===== config.mk =====
export PLATFORM = sky130hd
export DESIGN_NAME = ser_tx_buf
export DESIGN_NICKNAME = d
export VERILOG_FILES = /design/src/rtl/ser_tx_pkg.sv /design/src/rtl/tx_edge_sync.sv /design/src/rtl/tx_holdreg.sv /design/src/rtl/tx_shifter.sv /design/src/rtl/ser_tx_buf.sv
export SDC_FILE = /design/constraint.sdc
export NUM_CORES = 1
export LEC_CHECK = 0
export ABC_AREA = 1
export CORE_ASPECT_RATIO = 0.7
export CORE_MARGIN = 5
export CORE_UTILIZATION = 52
export CTS_CLUSTER_DIAMETER = 100
export DETAILED_ROUTE_END_ITERATION = 10
export DONT_BUFFER_PORTS = 1
export HOLD_SLACK_MARGIN = 0.06
export PLACE_DENSITY = 0.67
export SLEW_MARGIN = 10
export SYNTH_ARGS = -nofsm -noshare
export SYNTH_HDL_FRONTEND = slang
export SYNTH_SLANG_ARGS = --single-unit

===== constraint.sdc =====
create_clock -name clk -period 1.7 [get_ports clk]
set_input_delay 0.51 -clock clk [delete_from_list [all_inputs] [get_ports clk]]
set_output_delay 0.51 -clock clk [all_outputs]
set_load 0.005 [all_outputs]

===== src/rtl/ser_tx_pkg.sv =====
package ser_tx_pkg;
  typedef enum logic [1:0] {
    TX_IDLE  = 2'd0,
    TX_DELAY = 2'd1,
    TX_SHIFT = 2'd2
  } tx_state_e;
endpackage


===== src/rtl/tx_edge_sync.sv =====
// Brings the bit clock and frame pulse into the system clock domain and
// produces single-cycle rise/fall events of the bit clock.
module tx_edge_sync #(
  parameter int STAGES = 2
) (
  input  logic clk,
  input  logic rst_n,
  input  logic sclk_in,
  input  logic fs_in,
  output logic sclk_rise,
  output logic sclk_fall,
  output logic fs_q
);
  localparam int TOP = STAGES - 1;

  logic [TOP:0] sck_chain;
  logic [TOP:0] fs_chain;
  logic         sck_prev;

  always_ff @(posedge clk) begin
    if (!rst_n) begin
      sck_chain <= '0;
      fs_chain  <= '0;
      sck_prev  <= 1'b0;
    end else begin
      sck_chain <= {sck_chain[TOP-1:0], sclk_in};
      fs_chain  <= {fs_chain[TOP-1:0], fs_in};
      sck_prev  <= sck_chain[TOP];
    end
  end

  assign sclk_rise = sck_chain[TOP] & ~sck_prev;
  assign sclk_fall = ~sck_chain[TOP] & sck_prev;
  assign fs_q      = fs_chain[TOP];
endmodule


===== src/rtl/tx_holdreg.sv =====
// One-word holding register with the host-side ready flag and the
// underflow record.
module tx_holdreg #(
  parameter int W = 8
) (
  input  logic         clk,
  input  logic         rst_n,
  input  logic         wr_valid,
  input  logic [W-1:0] wr_data,
  input  logic         start,
  input  logic         sclk_fall,
  output logic         wr_ready,
  output logic [W-1:0] word,
  output logic         underflow
);
  logic [W-1:0] hold_q;
  logic [W-1:0] last_q;
  logic         full_q;
  logic         pend_q;
  logic         accept;

  assign accept = wr_valid & wr_ready;
  assign word   = full_q ? hold_q : last_q;

  always_ff @(posedge clk) begin
    if (!rst_n) begin
      hold_q    <= '0;
      last_q    <= '0;
      full_q    <= 1'b0;
      pend_q    <= 1'b0;
      wr_ready  <= 1'b1;
      underflow <= 1'b0;
    end else begin
      if (start) begin
        if (full_q) begin
          last_q <= hold_q;
          full_q <= 1'b0;
          pend_q <= 1'b1;
        end else begin
          underflow <= 1'b1;
        end
      end else if (sclk_fall && pend_q) begin
        wr_ready <= 1'b1;
        pend_q   <= 1'b0;
      end
      if (accept) begin
        hold_q   <= wr_data;
        full_q   <= 1'b1;
        wr_ready <= 1'b0;
      end
    end
  end

  assert_ready_excl_full_R2: assert property (@(posedge clk) disable iff (!rst_n)
    wr_ready |-> !full_q);
  assert_accept_drops_ready_R2: assert property (@(posedge clk) disable iff (!rst_n)
    accept |=> !wr_ready);
  assert_ready_on_fall_R3: assert property (@(posedge clk) disable iff (!rst_n)
    $rose(wr_ready) |-> $past(sclk_fall));
  assert_underflow_sticky_R7: assert property (@(posedge clk) disable iff (!rst_n)
    underflow |=> underflow);
  assert_blocked_write_R9: assert property (@(posedge clk) disable iff (!rst_n)
    !wr_ready |=> $stable(hold_q));
endmodule


===== src/rtl/tx_shifter.sv =====
// Frame detection, data delay and MSB-first shifting.
module tx_shifter
  import ser_tx_pkg::*;
#(
  parameter int W     = 8,
  parameter int DLY_W = 2
) (
  input  logic             clk,
  input  logic             rst_n,
  input  logic             sclk_rise,
  input  logic             sclk_fall,
  input  logic             fs_q,
  input  logic [DLY_W-1:0] dly_sel,
  input  logic [W-1:0]     word,
  output logic             start,
  output logic             sdata
);
  localparam int CNT_W = $clog2(W + 1);
  localparam logic [CNT_W-1:0] LAST = CNT_W'(W);

  tx_state_e        state;
  logic [W-1:0]     sreg;
  logic [DLY_W-1:0] dly_cnt;
  logic [CNT_W-1:0] bit_cnt;

  assign start = sclk_fall & fs_q & (state == TX_IDLE);

  always_ff @(posedge clk) begin
    if (!rst_n) begin
      state   <= TX_IDLE;
      sreg    <= '0;
      dly_cnt <= '0;
      bit_cnt <= '0;
      sdata   <= 1'b0;
    end else begin
      case (state)
        TX_IDLE: begin
          if (start) begin
            sreg    <= word;
            dly_cnt <= dly_sel;
            state   <= TX_DELAY;
          end
        end
        TX_DELAY: begin
          if (sclk_rise) begin
            if (dly_cnt == '0) begin
              sdata   <= sreg[W-1];
              sreg    <= {sreg[W-2:0], 1'b0};
              bit_cnt <= CNT_W'(1);
              state   <= TX_SHIFT;
            end else begin
              dly_cnt <= dly_cnt - 1'b1;
            end
          end
        end
        TX_SHIFT: begin
          if (sclk_rise) begin
            if (bit_cnt == LAST) begin
              sdata <= 1'b0;
              state <= TX_IDLE;
            end else begin
              sdata   <= sreg[W-1];
              sreg    <= {sreg[W-2:0], 1'b0};
              bit_cnt <= bit_cnt + 1'b1;
            end
          end
        end
        default: state <= TX_IDLE;
      endcase
    end
  end

  assert_idle_line_low_R6: assert property (@(posedge clk) disable iff (!rst_n)
    (state == TX_IDLE) |-> !sdata);
  assert_change_on_rise_R4: assert property (@(posedge clk) disable iff (!rst_n)
    !$stable(sdata) |-> $past(sclk_rise));
  assert_delay_line_low_R5: assert property (@(posedge clk) disable iff (!rst_n)
    (state == TX_DELAY) |-> !sdata);
endmodule


===== src/rtl/ser_tx_buf.sv =====
module ser_tx_buf #(
  parameter int DATA_W      = 8,
  parameter int DLY_W       = 2,
  parameter int SYNC_STAGES = 2
) (
  input  logic              clk,
  input  logic              rst_n,
  input  logic              sclk,
  input  logic              fsync,
  input  logic [DLY_W-1:0]  dly_sel,
  input  logic              wr_valid,
  input  logic [DATA_W-1:0] wr_data,
  output logic              wr_ready,
  output logic              sdata,
  output logic              underflow
);
  logic              sclk_rise;
  logic              sclk_fall;
  logic              fs_q;
  logic              start;
  logic [DATA_W-1:0] word;

  tx_edge_sync #(.STAGES(SYNC_STAGES)) u_sync (
    .clk(clk), .rst_n(rst_n), .sclk_in(sclk), .fs_in(fsync),
    .sclk_rise(sclk_rise), .sclk_fall(sclk_fall), .fs_q(fs_q)
  );

  tx_holdreg #(.W(DATA_W)) u_hold (
    .clk(clk), .rst_n(rst_n), .wr_valid(wr_valid), .wr_data(wr_data),
    .start(start), .sclk_fall(sclk_fall), .wr_ready(wr_ready),
    .word(word), .underflow(underflow)
  );

  tx_shifter #(.W(DATA_W), .DLY_W(DLY_W)) u_shift (
    .clk(clk), .rst_n(rst_n), .sclk_rise(sclk_rise), .sclk_fall(sclk_fall),
    .fs_q(fs_q), .dly_sel(dly_sel), .word(word), .start(start), .sdata(sdata)
  );

  assert_start_in_frame_R8: assert property (@(posedge clk) disable iff (!rst_n)
    start |-> (sclk_fall && fs_q));
endmodule


==> results of run 1 <==
==> kinds of logic after synthesis <==
family          Yosys count  synth area share [%]
simple gates            130                 27.56
compound gates           57                 14.83
buf+inv                  49                 9.739
flops                    42                 42.78
fa+ha+maj                 8                 5.093
==> power by group through the flow <==
| stage | Clock (W) | Combinational, W | Sequential, W |
|---|---|---|---|
| after floorplan | 0 | 0.000322 | 0.00113 |
| after global placement | 0 | 0.000400 | 0.00115 |
| after detailed placement | 0 | 0.000405 | 0.00115 |
| after CTS | 0.000810 | 0.000407 | 0.00112 |
| after global routing | 0.000843 | 0.000491 | 0.00114 |
| final | 0.000782 | 0.000417 | 0.00112 |
==> critical path: cells and delay by family, from the launching register on <==
kind                     cells  cell delay, ns
buffers and inverters        2            0.15
AND/OR/NAND/NOR              5            0.60
adder cells (fa/ha/maj)      1            0.21
flip-flops                   1            0.34
AO/OA/AOI/OAI                1            0.16
==> sequential cells by signal (all words and copies together), names as in the netlist <==
register and cells:
u_hold.pend_q 1, u_hold.last_q 8, u_hold.hold_q 8, u_shift.bit_cnt 4, u_shift.sdata 1, u_hold.wr_ready 1, u_shift.sreg 8, u_sync.sck_chain 2
u_hold.full_q 1, u_shift.state 2, u_shift.dly_cnt 2, u_hold.underflow 1, u_sync.fs_chain 2, u_sync.sck_prev 1
==> Yosys cell counts <==
| cell type | n | area share (%) |
|---|---|---|
| o21ai_2 | 1 | 0.45 |
| nand4_1 | 3 | 0.95 |
| clkinv_1 | 1 | 0.19 |
| nand3b_1 | 1 | 0.38 |
| nand2_1 | 62 | 12 |
| inv_1 | 39 | 7.4 |
| clkbuf_1 | 2 | 0.38 |
| nand3_1 | 15 | 3.8 |
| buf_1 | 1 | 0.19 |
| nand2_2 | 1 | 0.32 |
| buf_4 | 1 | 0.38 |
| o31ai_1 | 1 | 0.38 |
| nor2_2 | 1 | 0.32 |
| or2_2 | 1 | 0.32 |
| nor2_1 | 44 | 8.4 |
| nor2_4 | 1 | 0.57 |
| ha_1 | 8 | 5.1 |
| nand4_2 | 1 | 0.64 |
| buf_2 | 3 | 0.76 |
| a21oi_1 | 26 | 6.6 |
| inv_2 | 2 | 0.38 |
| o21ai_0 | 29 | 7.4 |
| dfxtp_1 | 42 | 43 |
==> per-stage QoR <==
| step | hold slack (ns) | area, um^2 | std cells | power (W) | worst slack, ns |
|---|---|---|---|---|---|
| final | 0.3196 | 2178 | 343 | 0.002324 | 0.1822 |
| after global routing | 0.3174 | 2178 | 343 | 0.002472 | 0.01131 |
| after CTS | 0.3148 | 2145 | 341 | 0.002341 | 0.03274 |
| after detailed placement | 0.4042 | 2032 | 334 | 0.001551 | 0.03388 |
| after global placement | 0.3960 | 2032 | 334 | 0.001545 | 0.04485 |
| after floorplan | 0.3905 | 1966 | 286 | 0.001456 | 0.2428 |
==> final cells by class <==
cell class              instances  area share, %
clock inverters                 1          1.379
flip-flops and latches         42          38.71
well taps                      50          2.872
inverters                      42          7.237
multi-input cells             195          43.60
clock buffers                   6          3.791
repair buffers                  7          2.412
==> worst min path at each step <==
stage | startpoint | end | slack, ns | cells past startpoint
final | rst_n | u_sync.sck_chain[1] | 0.32 | 2
after global routing | rst_n | u_sync.sck_prev | 0.32 | 2
after CTS | rst_n | u_sync.sck_chain[0] | 0.31 | 2
after detailed placement | u_sync.sck_chain[0] | u_sync.sck_chain[1] | 0.40 | 2
after global placement | u_sync.fs_chain[0] | u_sync.fs_chain[1] | 0.40 | 2
after floorplan | u_sync.fs_chain[0] | u_sync.fs_chain[1] | 0.39 | 2
==> cells in the final DEF (no fill, tap or decap), types with 2 or more instances in the layout <==
cell type,synthesis,routed
a21oi_1,26,25
buf_4,1,7
clkbuf_8,0,6
dfxtp_1,42,40
dfxtp_2,0,2
ha_1,8,7
inv_1,39,39
inv_2,2,2
nand2_1,62,62
nand3_1,15,15
nand4_1,3,3
nor2_1,44,42
nor2_2,1,2
nor2_4,1,2
o21ai_0,29,29
==> timing repair <==
action / in CTS / in global routing
setup endpoints to repair: 0 / 14
buffers inserted: 0 / 2
gates resized for setup: 0 / 7
==> per-layer routing <==
metal	part of all wire, %	vias up
li1	-	921
met1	52	751
met2	41	37
met3	6.6	4
met4	0.77	0
met5	0	-
==> key figures, run 1 <==
Die
  – Cell Rows: 18
  – Starting Density: 54.89%
  – Core area: 3581 um^2
  – Die Area: 5129 um^2
  – Die width: 83.49 um
  – Die extent in y: 61.44 um
  – Boundary pin count: 18

Route
  – Drt drc: 0
  – DR pass1 iterations: 4
  – Antenna-violating nets left: 0
  – Vias: 1,713
  – Vias per cell: 4.994
  – Final wirelength: 3742 um
  – Iter 0 DRT Violations: 108
  – Wire per inst: 10.91 um

Power
  – Leakage power: 1.003 nW
  – Sequential group share of total power: 48.4%
  – Internal Power: 0.001696 W
  – Logic pwr share: 18.0%
  – Net switching power figure: 0.0006279 W
  – Sw frac: 27.02%
  – Peak supply drop: 0.6974 mV
  – Clock Power Share: 33.6%
  – Pwr Density: 1067 nW/um^2

Outcome
  – Status: finished clean

Critical path
  – Reg2Reg Depth: 9
  – Crit path DAT: 1.74 ns
  – Setup crit start: u_shift.state[1]
  – Peak per-stage delay on the critical path: 0.34 ns
  – FF-to-FF setup slack: 0.18 ns
  – Slowest cell on the critical path: dfxtp_2
  – Kind of critical path: reg -> reg
  – CP Data Required Time: 1.92 ns
  – Worst r2r src: u_shift.state[1]
  – Startpoint types: flop
  – Critical path, cell by cell: inv_1, ha_1, nand2_1, inv_1, a21oi_2, nand2_1, nor2_4, nor2_1, nor2_1
  – RR Endpoint: u_shift.sreg[6]
  – Crit Path Max Fanout: 7
  – CP Capture Type: flop
  – Setup crit end: u_shift.sreg[6]

GRT
  – Initial antenna violation count: 0
  – GRT overflow: 0
  – First-pass GRT wire length: 6658 um
  – Gr usage total: 16.19%
  – Vias in the first global route: 1,534
  – Top Usage Layer GRT: met2
  – Met1 GRT Util: 21.74%
  – Pin count of the biggest net entering global routing: 37
  – Met2 Resource Use GR: 25.11%
  – Grt met3 use: 5.481%

Yosys
  – Synth unique cells: 23
  – #FFs+latches synth: 42
  – Post-synth net total: 309
  – Gate Count Post-Synth: 286
  – Synthesized area: 1966 um^2
  – Synth warnings: 0
  – Sequential share of the synthesized area: 42.78%
  – Mean Syn Cell Area: 6.873 um^2

Run
  – Maximum Capacitance Violations: 0

Finish
  – Inserted Diodes: 0
  – Fillers: 339
  – Multi-input gate area: 949.7 um^2
  – Share of layout cells above drive strength 1: 9.556%
  – Final nets: 316
  – Final core occ: 60.83%
  – FF+latch area: 843.3 um^2
  – Synthesis-to-finish area growth: 10.82%

Timing
  – FMAX: 658.9 MHz
  – Final worst path period need: 1.518 ns
  – Slew HR: 76.41%
  – Hold Violations, Final: 0
  – RSZ-0062 raised after global routing: no
  – Crit share post-route: 89.28%
  – Setup-failing EPs final: 0
  – Skew final: 0.004354 ns
  – Slew at the pin closest to its max-slew limit: 0.3502 ns
  – Setup_tns: 0 ns
  – Max-slew violations: 0

Hold path
  – Hold Path Class: in -> reg

Clock tree
  – Worst-Skew Late Latency: 0.28 ns
  – CTS root buf: clkbuf_8
  – CTS tree: built
  – CTS sink count: 42
  – Num CTS Buffers: 5
  – # H-tree levels: 2
  – Clock Path Buffers: 2
  – Worst-path clk slew: 0.07 ns
  – CTS Hold Bufs: 0

Place
  – Hpwl dp: 2720 um
  – Port buffer count: 0
  – RD Place Congestion: 0.7941
Power figures use the tool's default switching activity.
==> inputs of run 2 (changes only) <==
- CORE_UTILIZATION: 52 -> 50
- PLACE_DENSITY: 0.67 -> unset
==> run 2 against run 1 <==
Sequential power barely moved. Largest power group unchanged. Clock-buffer cell count rose by 1. Power rose by 0.54%. Critical path type unchanged. Die area rose by 3.4%. Flip-flop and latch count did not move. Clock power barely moved. Via count fell by 3.3%. Critical endpoint is now u_shift.sreg[0].
==> key figures, run 2 (synthesis gave the netlist of run 1 again) <==
Clock tree
  – Num CTS Buffers: 5 (unchanged)
  – Clock Path Buffers: 2 (unchanged)
  – CTS sink count: 42 (unchanged)
  – Worst-path clk slew: 0.08 ns (was 0.07 ns)
  – CTS tree: built (unchanged)
  – # H-tree levels: 2 (unchanged)
  – CTS root buf: clkbuf_8 (unchanged)
  – Worst-Skew Late Latency: 0.29 ns (was 0.28 ns)
  – Post-CTS Setup Bufs: 0 (unchanged)

Die
  – Cell Rows: 19 (was 18)
  – Boundary pin count: 18 (unchanged)
  – Die extent in y: 62.46 um (was 61.44 um)
  – Core area: 3851 um^2 (was 3581 um^2)
  – Starting Density: 51.04% (was 54.89%)
  – Die Area: 5305 um^2 (was 5129 um^2)
  – Die width: 84.94 um (was 83.49 um)

Critical path
  – Most numerous cell on the critical path: nand2_1
  – WP buf/inv: 2 (unchanged)
  – Startpoint types: flop (unchanged)
  – Slowest cell on the critical path: dfxtp_1 (was dfxtp_2)
  – FF-to-FF setup slack: 0.16 ns (was 0.18 ns)
  – Critical path, cell by cell: inv_1, ha_1, inv_2, nand2_1, nand2_1, nand2_1, nor2_4, nand2_2, nand2_1, nand2_1, nor2_1 (was inv_1, ha_1, nand2_1, inv_1, a21oi_2, nand2_1, nor2_4, nor2_1, nor2_1)
  – CP Capture Type: flop (unchanged)
  – CP Data Required Time: 1.93 ns (was 1.92 ns)
  – Crit Path Max Fanout: 8 (was 7)
  – Peak per-stage delay on the critical path: 0.36 ns (was 0.34 ns)
  – Worst r2r src: u_shift.state[1] (unchanged)
  – Kind of critical path: reg -> reg (unchanged)
  – CP top delay family: simple AND/OR/NAND/NOR gates (unchanged)
  – RR Endpoint: u_shift.sreg[0] (was u_shift.sreg[6])
  – Reg2Reg Depth: 11 (was 9)
  – Crit path DAT: 1.77 ns (was 1.74 ns)

GRT
  – Vias in the first global route: 1,528 (was 1,534)
  – GRT overflow: 0 (unchanged)
  – First-pass GRT wire length: 6844 um (was 6658 um)
  – Gr usage total: 15.65% (was 16.19%)
  – Initial antenna violation count: 0 (unchanged)
  – Pin count of the biggest net entering global routing: 37 (unchanged)

Timing
  – Final worst path period need: 1.542 ns (was 1.518 ns)
  – Setup_tns: 0 ns (unchanged)
  – Skew final: 0.005084 ns (was 0.004354 ns)
  – Slew at the pin closest to its max-slew limit: 0.4644 ns (was 0.3502 ns)
  – Slew HR: 69.00% (was 76.41%)
  – Max-slew violations: 0 (unchanged)
  – Crit share post-route: 90.73% (was 89.28%)
  – FMAX: 648.3 MHz (was 658.9 MHz)
  – RSZ-0062 raised after global routing: no (unchanged)
  – Setup-failing EPs final: 0 (unchanged)
  – Hold Slack: 0.3063 ns (was 0.3196 ns)
  – Hold Violations, Final: 0 (unchanged)

Power
  – Pwr Density: 1066 nW/um^2 (was 1067 nW/um^2)
  – Peak supply drop: 0.6901 mV (was 0.6974 mV)
  – Leakage power: 1.006 nW (was 1.003 nW)

Route
  – DR WL met3: 181 um (was 246 um)
  – Final wirelength: 3798 um (was 3742 um)
  – DR pass1 iterations: 4 (unchanged)
  – Vias per cell: 4.772 (was 4.994)
  – Vias: 1,656 (was 1,713)
  – Top Metal Used: met4 (unchanged)
  – DRT met1 WL: 2126 um (was 1935 um)
  – Drt drc: 0 (unchanged)
  – Wire per inst: 10.95 um (was 10.91 um)
  – Iter 0 DRT Violations: 72 (was 108)
  – Met2 Wirelength: 1430 um (was 1530 um)
  – Antenna-violating nets left: 0 (unchanged)

Hold path
  – Hold Path Class: in -> reg (unchanged)
  – Worst hold stages: 2 (unchanged)
  – Hold path endpoint: u_sync.sck_chain[0] (was u_sync.sck_chain[1])
  – HP Start: rst_n (unchanged)

Outcome
  – Status: finished clean (unchanged)

Place
  – Hpwl dp: 2762 um (was 2720 um)
  – Port buffer count: 0 (unchanged)
  – Cell Area, Placed: 2057 um^2 (was 2032 um^2)
  – RD Place Congestion: 0.7971 (was 0.7941)

Finish
  – Inserted Diodes: 0 (unchanged)
  – Top Registers: u_hold.hold_q x8, u_hold.last_q x8, u_shift.sreg x8 (unchanged)
  – Fillers: 396 (was 339)
  – Commonest non-fill, non-tap cell in the layout: nand2_1 (unchanged)
  – Commonest non-fill, non-tap cells in the layout: nand2_1, nor2_1, dfxtp_1 (unchanged)
  – Final nets: 317 (was 316)
  – Synthesis-to-finish area growth: 11.46% (was 10.82%)
  – Post-route cell area: 2191 um^2 (was 2178 um^2)
  – Share of layout cells above drive strength 1: 8.814% (was 9.556%)

Run
  – Maximum Capacitance Violations: 0 (unchanged)
## run 2: timing repair
action,4_1_cts,5_1_grt
setup endpoints to repair,0,14
gates resized for setup,0,7
hold buffers,0,0
## run 2: power breakdown
| group | internal [W] | switching, W | total (W) |
|---|---|---|---|
| registers | 0.00107 | 0.0000588 | 0.00113 |
| logic | 0.000169 | 0.000259 | 0.000428 |
| clock network | 0.000440 | 0.000340 | 0.000779 |
| total | 0.00168 | 0.000658 | 0.00234 |
## run 2: worst register-to-register path, cell delays in order (launching register included)
cell and delay [ns]:
dfxtp_1 0.36, inv_1 0.10, ha_1 0.21, inv_2 0.07, nand2_1 0.07, nand2_1 0.10, nand2_1 0.09, nor2_4 0.21
nand2_2 0.08, nand2_1 0.06, nand2_1 0.04, nor2_1 0.08
## run 2: worst max-delay path by stage
stage | start | end | slack, ns | cells after the start
floorplan | u_shift.state[0] | u_shift.bit_cnt[0] | 0.24 | 7
global placement | u_shift.state[0] | u_shift.sdata | 0.08 | 6
detailed placement | u_shift.state[0] | u_shift.sdata | 0.06 | 6
CTS | u_shift.state[0] | u_shift.bit_cnt[0] | 0.03 | 6
global route | u_shift.state[1] | u_shift.sreg[6] | 0.01 | 9
finish | u_shift.state[1] | u_shift.sreg[0] | 0.16 | 11
## run 2: cell type report
class | instances | area, um^2 | share of cell area, %
inverters | 42 | 157.7 | 7.196
well taps | 52 | 65.06 | 2.970
repair buffers | 8 | 60.06 | 2.741
clock inverters | 1 | 30.03 | 1.371
multi-input cells | 195 | 959.7 | 43.80
flip-flops and latches | 42 | 842.1 | 38.44
clock buffers | 7 | 76.32 | 3.484
## run 2: layer usage
| metal | global-route usage, % | vias up |
|---|---|---|
| li1 | - | 920 |
| met1 | 22.43 | 711 |
| met2 | 21.51 | 21 |
| met3 | 5.007 | 4 |
| met4 | 5.929 | 0 |
| met5 | 0 | - |
## run 2: stage by stage
step	power (W)	setup slack [ns]	instances	utilization, %
2_1_floorplan	0.001456	0.2428	286	-
4_1_cts	0.002343	0.03284	347	56.17
3_3_place_gp	0.001564	0.07554	339	53.41
6_report	0.002336	0.1575	347	56.89
3_5_place_dp	0.001566	0.05934	339	53.41
5_1_grt	0.002479	0.01313	347	56.89
==> inputs of run 3 (changes only) <==
- PLACE_DENSITY: unset -> 0.68
- clock period: 1.7 -> 1.3 ns (I/O delays scaled with it)
==> run 3 against run 2 <==
The run now ends with negative setup slack left. Clock skew rose by 0.0011 ns. Largest power group unchanged. Worst setup slack got worse by 0.29 ns. Combinational power rose by 110%. Clock power rose by 2%. Register-to-register slack got worse by 0.29 ns. Power rose by 36%. Global-route usage rose by 1.3 points. Utilization rose by 10 points. Die area did not move. Clock-buffer cell count did not move.
==> key figures, run 3 (synthesis gave the netlist of run 1 again) <==
Clock tree
  – Worst-path clk slew: 0.07 ns (was 0.08 ns)
  – Num CTS Buffers: 5 (unchanged)
  – # H-tree levels: 2 (unchanged)
  – CTS tree: built (unchanged)
  – CTS root buf: clkbuf_8 (unchanged)
  – CTS sink count: 42 (unchanged)
  – Clock Path Buffers: 2 (unchanged)
  – CTS Hold Bufs: 0 (unchanged)
  – Worst-Skew Late Latency: 0.30 ns (was 0.29 ns)

Power
  – Clock Power Share: 25.0% (was 33.4%)
  – Sw frac: 30.98% (was 28.16%)
  – Peak supply drop: 0.8509 mV (was 0.6901 mV)
  – Net switching power figure: 0.0009821 W (was 0.0006579 W)
  – Internal Power: 0.002188 W (was 0.001678 W)
  – Logic pwr share: 28.5% (was 18.3%)
  – Pwr Density: 1222 nW/um^2 (was 1066 nW/um^2)
  – Sequential group share of total power: 46.5% (was 48.3%)
  – Leakage power: 1.118 nW (was 1.006 nW)

Critical path
  – CP Capture Type: flop (unchanged)
  – FF-to-FF setup slack: -0.13 ns (was 0.16 ns)
  – Startpoint types: flop (unchanged)
  – Reg2Reg Depth: 10 (was 11)
  – Crit path DAT: 1.66 ns (was 1.77 ns)
  – Kind of critical path: reg -> reg (unchanged)
  – CP Data Required Time: 1.53 ns (was 1.93 ns)
  – Crit Path Max Fanout: 8 (unchanged)
  – Worst r2r src: u_shift.state[1] (unchanged)
  – Setup crit start: u_shift.state[1] (unchanged)
  – RR Endpoint: u_shift.sreg[0] (unchanged)

Route
  – Vias: 1,798 (was 1,656)
  – Final wirelength: 4566 um (was 3798 um)
  – Antenna-violating nets left: 0 (unchanged)
  – Iter 0 DRT Violations: 104 (was 72)
  – Drt drc: 0 (unchanged)
  – Wire per inst: 12.54 um (was 10.95 um)
  – Vias per cell: 4.940 (was 4.772)
  – DR pass1 iterations: 6 (was 4)

Die
  – Starting Density: 51.04% (unchanged)
  – Die width: 84.94 um (unchanged)
  – Core area: 3851 um^2 (unchanged)
  – Boundary pin count: 18 (unchanged)
  – Die extent in y: 62.46 um (unchanged)
  – Die Area: 5305 um^2 (unchanged)
  – Cell Rows: 19 (unchanged)

Finish
  – Share of layout cells above drive strength 1: 27.56% (was 8.814%)
  – Final core occ: 67.35% (was 56.89%)
  – Top Registers: u_hold.hold_q x8, u_hold.last_q x8, u_shift.sreg x8 (unchanged)
  – Commonest non-fill, non-tap cells in the layout: nand2_1, nor2_1, dfxtp_1 (unchanged)
  – Inserted Diodes: 0 (unchanged)
  – Final nets: 335 (was 317)
  – Commonest non-fill, non-tap cell in the layout: nand2_1 (unchanged)
  – Synthesis-to-finish area growth: 31.95% (was 11.46%)

Timing
  – Final worst path period need: 1.430 ns (was 1.542 ns)
  – Skew final: 0.006193 ns (was 0.005084 ns)
  – Slew at the pin closest to its max-slew limit: 0.4722 ns (was 0.4644 ns)
  – Crit share post-route: 110.0% (was 90.73%)
  – Worst Slack Setup Final: -0.1298 ns (was 0.1575 ns)
  – FMAX: 699.4 MHz (was 648.3 MHz)
  – Max-slew violations: 0 (unchanged)
  – Hold Violations, Final: 0 (unchanged)
  – RSZ-0062 raised after global routing: yes (was no)
  – Slew HR: 68.19% (was 69.00%)
  – Setup-failing EPs final: 17 (was 0)
  – Hold Slack: 0.1850 ns (was 0.3063 ns)

Place
  – Port buffer count: 0 (unchanged)
  – Hpwl dp: 2795 um (was 2762 um)
  – RD Place Congestion: 0.7610 (was 0.7971)

Hold path
  – Hold path endpoint: u_sync.fs_chain[0] (was u_sync.sck_chain[0])
  – Hold Path Class: in -> reg (unchanged)
  – HP Start: rst_n (unchanged)
  – Worst hold stages: 2 (unchanged)

GRT
  – Vias in the first global route: 1,636 (was 1,528)
  – GRT overflow: 0 (unchanged)
  – Pin count of the biggest net entering global routing: 37 (unchanged)
  – Gr usage total: 16.97% (was 15.65%)
  – Initial antenna violation count: 0 (unchanged)
  – First-pass GRT wire length: 7293 um (was 6844 um)

Outcome
  – Status: complete, but fails checks (was finished clean)
  – Failing checks: negative setup slack

Run
  – Maximum Capacitance Violations: 0 (unchanged)
-- run 3: layout make-up --
class,count,area [um^2]
Clock buffer,7,76.32
Fill cell,344,1257
Inverter,42,176.4
Multi-Input combinational cell,195,1157
Sequential cell,42,849.6
Tap cell,52,65.06
Timing Repair Buffer,26,269.0
-- run 3: what timing repair did --
item | CTS | global route
setup endpoints to repair | 17 | 27
pin swaps | 15 | 21
cloned | 0 | 1
gates resized for setup | 24 | 45
buffers inserted | 3 | 3
-- run 3: layer usage --
metal | up-vias | share of wire, % | track usage (%)
met1 | 807 | 49 | 22.55
met2 | 32 | 46 | 25.10
li1 | 954 | - | -
met4 | 0 | 1.0 | 5.929
met5 | - | 0 | 0
met3 | 5 | 4.5 | 6.324
-- run 3: through the flow --
stage          setup slack [ns]  setup TNS [ns]  total power (W)  area (um^2)  std cells
3_5_place_dp            -0.1390          -1.606         0.002204         2223        351
5_1_grt                 -0.2255          -3.106         0.003383         2594        364
4_1_cts                -0.08573         -0.9015         0.003058         2412        360
6_report                -0.1298          -1.051         0.003170         2594        364
2_1_floorplan         -0.003973       -0.003973         0.001942         2007        286
3_3_place_gp            -0.1276         -0.9277         0.002189         2223        351
-- run 3: how the worst max path moves through the flow --
| stage | slack (ns) | end |
|---|---|---|
| finish | -0.13 | u_shift.sreg[0] |
| global route | -0.23 | u_shift.sreg[0] |
| CTS | -0.09 | u_shift.sreg[6] |
| detailed placement | -0.14 | u_shift.sreg[6] |
| global placement | -0.13 | u_shift.dly_cnt[0] |
| floorplan | -0.004 | u_shift.sreg[0] |
-- run 3: power groups by stage --
stage	sequential [W]	clock [W]	combinational [W]
floorplan	0.00149	0	0.000455
global placement	0.00149	0	0.000698
detailed placement	0.00149	0	0.000709
CTS	0.00147	0.000810	0.000775
global route	0.00149	0.000889	0.00100
finish	0.00147	0.000794	0.000903
-- run 3: critical path: stages (launching register included) --
cell and delay, ns:
dfxtp_4 0.37, buf_4 0.14, ha_4 0.15, inv_2 0.05, nor2_1 0.03, buf_4 0.14
nor2_4 0.19, nand2_2 0.09, nand2_1 0.06, nand2_1 0.05, nor2_1 0.10
